<file path="config.mk">
export PLATFORM = sky130hd
export DESIGN_NAME = adc_result_queue
export DESIGN_NICKNAME = d
export VERILOG_FILES = /design/src/rtl/adc_result_queue.sv
export SDC_FILE = /design/constraint.sdc
export NUM_CORES = 1
export LEC_CHECK = 0
export BUFFER_PORTS_ARGS = -buffer_cell sky130_fd_sc_hd__buf_4
export CAP_MARGIN = 20
export CELL_PAD_IN_SITES_DETAIL_PLACEMENT = 0
export CELL_PAD_IN_SITES_GLOBAL_PLACEMENT = 1
export CORE_ASPECT_RATIO = 0.6
export CORE_MARGIN = 2
export CORE_UTILIZATION = 42
export DETAILED_ROUTE_END_ITERATION = 12
export HOLD_SLACK_MARGIN = 0.08
export PLACE_DENSITY_LB_ADDON = 0.1
export SLEW_MARGIN = 5
export SYNTH_ARGS = -nofsm -noshare
export SYNTH_HDL_FRONTEND = slang
export SYNTH_SLANG_ARGS = --single-unit
</file>
<file path="constraint.sdc">
create_clock -name clk -period 2 [get_ports clk]
set_clock_uncertainty 0.1 [all_clocks]
set_input_delay 0.4 -clock clk [delete_from_list [all_inputs] [get_ports clk]]
set_output_delay 0.4 -clock clk [all_outputs]
set_load 0.02 [all_outputs]
</file>
<file path="src/rtl/adc_result_queue.sv">
`timescale 1ns/1ps
module adc_result_queue #(
  parameter int DW = 12,
  parameter int DEPTH = 4,
  parameter logic [2:0] PEN_CODE = 3'b101
) (
  input  logic          clk,
  input  logic          rst_n,
  input  logic          res_push,
  input  logic [DW-1:0] res_data,
  input  logic          rd_strobe,
  input  logic [2:0]    touch_cfg,
  input  logic          pen_down,
  output logic [DW+3:0] rd_word,
  output logic          irq,
  output logic          wake
);
  localparam int AW = $clog2(DEPTH);
  localparam logic [AW:0] FULL_CNT = DEPTH[AW:0];

  logic [DW-1:0] mem [DEPTH];
  logic [AW:0]   wptr, rptr;
  logic          ovf, rd_gap;

  wire [AW:0] count   = wptr - rptr;
  wire        empty   = (count == '0);
  wire        full    = (count == FULL_CNT);
  wire        pop     = rd_strobe && !empty;
  wire        accept  = res_push && (!full || pop);
  wire        drop    = res_push && full && !rd_strobe;
  wire        pen_on  = (touch_cfg == PEN_CODE);
  wire        pen_bit = pen_on && pen_down;

  always_ff @(posedge clk) begin
    if (accept) mem[wptr[AW-1:0]] <= res_data;
  end

  always_ff @(posedge clk) begin
    if (!rst_n) begin
      wptr   <= '0;
      rptr   <= '0;
      ovf    <= 1'b0;
      rd_gap <= 1'b0;
    end else begin
      if (accept) wptr <= wptr + 1'b1;
      if (pop)    rptr <= rptr + 1'b1;
      if (drop)           ovf <= 1'b1;
      else if (rd_strobe) ovf <= 1'b0;
      rd_gap <= rd_strobe;
    end
  end

  assign rd_word = {!empty, ovf, pen_bit, 1'b0,
                    empty ? {DW{1'b0}} : mem[rptr[AW-1:0]]};
  assign irq  = !empty && !rd_gap;
  assign wake = irq || pen_bit;

  p_count_bound_r1: assert property (@(posedge clk) disable iff (!rst_n)
    count <= FULL_CNT);
  p_pop_advances_r2: assert property (@(posedge clk) disable iff (!rst_n)
    (pop && !res_push) |=> (count == $past(count) - 1'b1));
  p_no_overflow_r3: assert property (@(posedge clk) disable iff (!rst_n)
    (res_push && full && !rd_strobe) |=> (ovf && full));
  p_ovf_clear_r4: assert property (@(posedge clk) disable iff (!rst_n)
    rd_strobe |=> !ovf);
  p_empty_read_r5: assert property (@(posedge clk) disable iff (!rst_n)
    (rd_strobe && empty && !res_push) |=> empty);
  p_full_swap_r6: assert property (@(posedge clk) disable iff (!rst_n)
    (res_push && rd_strobe && full) |=> (full && !ovf));
  p_irq_gap_r7: assert property (@(posedge clk) disable iff (!rst_n)
    rd_strobe |=> !irq);
  p_wake_covers_irq_r8: assert property (@(posedge clk) disable iff (!rst_n)
    irq |-> wake);
endmodule

</file>
# ---- Yosys cells after proc, flatten, opt, wreduce, memory -nomap -nowiden
# Memories as Yosys holds them, arrays and structs flattened. A register that Yosys moved wholly into a read port is not among the register bits.
# Index checks and enable logic that the tools add are counted.
dict set report totals {
  regBits 8
  latch_bits 0
  ramBits 48
  mem_bits_ro 0
  output_inout_bits 18
  word_cells 31
  mem_count 1
}
dict set report op_classes {
  addsub 3
  multipliers 0
  n_div 0
  n_lt_le_gt_ge 0
  eq_ne 2
  n_shift 0
  mux 7
  bitwise_logic 0
  reduce_logical 14
}
# name depth word_bits read_ports rd_ports_with_merged_regs write_ports line
set memory_table {}
lappend memory_table {mem 4 12 1 1 1 21} ;# logic [DW-1:0] mem [DEPTH];
# op n
set op_table {}
lappend op_table {{$mux 12} 1}
lappend op_table {{$add 3x1->3 const B} 2}
lappend op_table {{$eq 3x3->1 const B} 2}
lappend op_table {{$logic_and 1x1->1} 6}
lappend op_table {{$logic_not 1->1} 4}
lappend op_table {{$mux 1} 4}
lappend op_table {{$mux 2} 2}
lappend op_table {{$logic_not 3->1} 1}
lappend op_table {{$sub 3x3->3} 1}
lappend op_table {{$logic_or 1x1->1} 2}
lappend op_table {{$reduce_bool 2->1} 1}

# ---- Logic depth before layout (Yosys ltp)
dict set report logic_depth {
  word_depth 8
  mapped_depth 7
  depth_no_buf 6
}

# ---- Worst setup path before layout
# OpenSTA, ideal clock, no wires.
dict set report synth_path {
  path_type {register -> register}
  startpoint {reg wptr[0]}
  endpoint {mem mem[3][0], enable pin}
  setup_ns 0.355
  arrival_ns 1.672
  path_slack_ns -0.127
  path_stages_with_launch 7
  n_path_buf 0
  synth_period_minus_slack_ns 2.127
  path_cell_list {dfxtp_1 -> inv_1 -> ha_1 -> nor2b_1 -> xor2_2 -> o31a_1 -> and2_1}
}
dict set report synth_between {
  elab_chain_len 8
}
# element line
set synth_rtl {}
lappend synth_rtl {{start, declared} 22} ;# logic [AW:0] wptr, rptr;
lappend synth_rtl {{start signal, assigned} 45} ;# if (accept) wptr <= wptr + 1'b1;
lappend synth_rtl {{$sub 3x3->3} 25} ;# wire [AW:0] count = wptr - rptr;
lappend synth_rtl {{$logic_not 3->1} 26} ;# wire empty = (count == '0);
lappend synth_rtl {{$logic_not 1->1} 28} ;# wire pop = rd_strobe && !empty;
lappend synth_rtl {{$logic_and 1x1->1} 28}
lappend synth_rtl {{$logic_or 1x1->1} 29} ;# wire accept = res_push && (!full || pop);
lappend synth_rtl {{$logic_and 1x1->1} 29}
lappend synth_rtl {{$mux 1} 35} ;# if (accept) mem[wptr[AW-1:0]] <= res_data;
lappend synth_rtl {{$mux 1 (not written as such)} 35}
lappend synth_rtl {{end, declared} 21}
# Several ways; a longest one is shown, not always the timed one.

# ---- Worst setup path after layout
dict set report layout_path {
  startpoint {reg wptr[0]}
  endpoint {out rd_word[11]}
}
dict set report layout_between {
  elab_chain_len 3
}
# element line
set layout_rtl {}
lappend layout_rtl {{$sub 3x3->3} 25}
lappend layout_rtl {{$logic_not 3->1} 26}
lappend layout_rtl {{$mux 12} 54} ;# empty ? {DW{1'b0}} : mem[rptr[AW-1:0]]};
lappend layout_rtl {{end, declared} 14} ;# output logic [DW+3:0] rd_word,
# No other way between the ends.

==> key figures <==
STA
  – Crit path time final: 2240 ps
  – RSZ-0062 raised after global routing: yes
  – Max Fclk: 447 MHz
  – Period utilization: 1.12
  – Hold Vio Cnt, Final: 0
  – Final setup violation count: 63
  – Fin Hold WS: 163 ps
  – Final WS setup: -239 ps
  – Final slew viol count: 0

Setup path
  – CP endpoint kind: primary output
  – FF-to-FF path depth: 8
  – Flop-to-flop setup slack: -80 ps
  – CP required: 1500 ps
  – Worst-path fanout max: 8
  – Critical path class: flip-flop to primary output
  – Type of origin of the critical path: flip-flop
  – R2r endpoint: mem[1][2]
  – FF-to-FF Start: wptr[0]
  – CP arrival: 1740 ps

Worst hold path
  – Hold/Removal Path Class: input pin to flip-flop
  – Worst hold endpoint: mem[0][5]
  – Worst Hold Launch: res_data[5]
  – Hold Path Depth: 1

Finish
  – Layout Area Growth over Synthesis: 35.8%
  – Post-layout net count: 244
  – Ant. Diodes: 0
  – # fillers: 462
  – Final core utilization: 0.605
  – Fraction of layout cells with a size suffix above 1: 0.527

Synthesis
  – Syn_nets: 184
  – Yosys top cell area share: 0.565
  – Commonest cells post-synth: edfxtp_1 (48), mux4_2 (12), dfxtp_1 (10)
  – Synth top area cells: edfxtp_1 (56%), mux4_2 (11%), dfxtp_1 (7.8%)
  – Fraction of registers with async set/reset: 0
  – Warnings from Yosys: 0
  – Primary FF master, synth: edfxtp_1
  – FF+latch count, synth: 58
  – Netlist cell types: 39
  – Post-synth EDFFs: 48
  – Netlist Area Pre-Place: 0.00255 mm^2
  – Most common cell in the netlist: edfxtp_1
  – Syn Area/Cell: 16.2 um^2
  – Sequential area share after synthesis: 0.643
  – Cell accounting for the most synthesized area: edfxtp_1
  – Mapped Cells: 157

Detailed routing
  – Drt pass-1 iters: 4
  – Vias per inst: 5.10
  – Routed Antenna Nets: 0
  – # DRC: 0
  – DRT Wirelength: 5.48 mm
  – Initial DRC count: 72
  – Post-DR wirelength/cell: 18.2 um
  – Via total after detailed routing: 1540

CTS
  – TritonCTS buffer count: 9
  – CTS tree: yes
  – Clk Latency, worst-skew pair: 330 ps
  – CTS clk-pin slew, worst paths: 70 ps
  – Clock tree sinks: 58
  – Root buffer cell: clkbuf_8
  – H-tree depth: 3
  – Clock buffer depth: 2

Run status
  – Violated checks: negative setup slack
  – Outcome: finished, violations left

Power and ir drop
  – Peak supply drop: 0.835 mV
  – PD cells: 1540 mW/mm^2
  – P_leak: 1.28 nW

GRT
  – Initial antenna violation count: 0
  – First-pass GRT wire length: 7.95 mm
  – Largest net degree at the start of global routing: 16
  – Total Routing Usage GR: 0.161
  – Grt ovf: 0
  – Vias in the first global route: 1594

Flow run
  – Max-Cap Viols: 0

Floorplanning
  – Core Footprint: 0.00573 mm^2
  – Num ports: 38
  – Die area: 0.00673 mm^2
  – Core Rows: 21
  – Die height: 64.4 um
  – Die span in x: 105 um
  – Initial Util: 0.445

Place
  – HPWL Detailed: 3.32 mm
  – Place WS: -64.7 ps
  – Number of port buffers: 36
  – Gp weighted congestion: 0.773
==> layer usage <==
| layer | vias to the layer above | share of wire | global-route usage | routed length [um] |
|---|---|---|---|---|
| met5 | - | 0 | 0 | 0 |
| met4 | 0 | 0.010 | 0.0650 | 55 |
| met3 | 7 | 0.052 | 0.0561 | 285 |
| met2 | 50 | 0.47 | 0.266 | 2600 |
| met1 | 764 | 0.46 | 0.197 | 2540 |
| li1 | 719 | - | - | - |
==> state kept, by name (all words and copies together), names as in the netlist, named ones only <==
signal	cells
mem	48
ovf	1
rd_gap	1
rptr	3
wptr	3
==> how the worst max path moves through the flow <==
stage                  from           to  slack (ps)  cells past startpoint
CTS                 wptr[0]  rd_word[11]        -290                      8
finish              wptr[0]  rd_word[11]        -240                      8
global route        wptr[0]  rd_word[11]        -310                      8
global placement    wptr[0]  rd_word[11]          10                      8
floorplan           wptr[0]  rd_word[10]          30                      7
detailed placement  wptr[0]  rd_word[11]         -60                      8
==> critical path: stages (launching register included) <==
cell	delay, ps
dfxtp_2	340
inv_2	50
ha_4	140
nor2b_4	130
xnor2_2	130
nor2_2	100
buf_6	150
and2b_2	240
buf_6	130
==> power breakdown <==
part | leakage, nW | switching, mW | internal [mW]
logic | 0.656 | 1.22 | 1.33
clock network | 0.101 | 0.476 | 0.734
registers | 0.524 | 0.0750 | 1.50
total | 1.28 | 1.77 | 3.57
==> cell usage in the layout (no fill, tap or decap), drive strengths merged, types with 2 or more instances in the layout <==
cell type  netlist  layout
mux2i            4       4
nand4            3       3
o31a             3       3
nor2b            9       9
xnor2            2       2
nand2b           2       2
ha               7       7
nand3            3       3
buf              5      53
mux4            12      12
nand2            7       7
o2111ai          2       2
inv              7       7
and2b            4       4
dfxtp           10      10
a21oi            3       3
clkbuf           4      11
clkinvlp         0       4
and2             5       9
edfxtp          48      48
bufinv           0       2
nor2             5       5
==> cell families after synthesis <==
| group | share of synthesized area |
|---|---|
| compound gates | 0.0427 |
| xor+xnor | 0.0162 |
| fa+ha+maj | 0.0343 |
| buf+inv | 0.0324 |
| flops | 0.643 |
| mux | 0.122 |
| other cells | 0.00147 |
| simple gates | 0.108 |
==> cell type report <==
| type | count | area [um^2] | share of cell area |
|---|---|---|---|
| Clock buffer | 10 | 138 | 0.0397 |
| Clock inverter | 6 | 90.1 | 0.0260 |
| Inverter | 7 | 28.8 | 0.00831 |
| Multi-Input combinational cell | 87 | 961 | 0.277 |
| Sequential cell | 58 | 1650 | 0.476 |
| Tap cell | 80 | 100 | 0.0289 |
| Timing Repair Buffer | 54 | 497 | 0.143 |
==> stage by stage <==
step | instance area (um^2) | instances | total power [mW] | TNS, ps
3_5_place_dp | 3010 | 277 | 3.64 | -452
5_1_grt | 3460 | 302 | 5.60 | -11140
2_1_floorplan | 2570 | 157 | 2.80 | 0
6_report | 3460 | 302 | 5.34 | -6130
4_1_cts | 3350 | 296 | 5.17 | -3920
3_3_place_gp | 3010 | 277 | 3.61 | 0
==> what timing repair did <==
action | 4_1_cts | 5_1_grt
resized for setup | 28 | 14
gates cloned | 0 | 5
pin swaps | 3 | 10
hold buffers | 0 | 0
setup buffers | 3 | 1
setup endpoints to repair | 48 | 54
No activity file was read; power rests on OpenSTA's default activity.
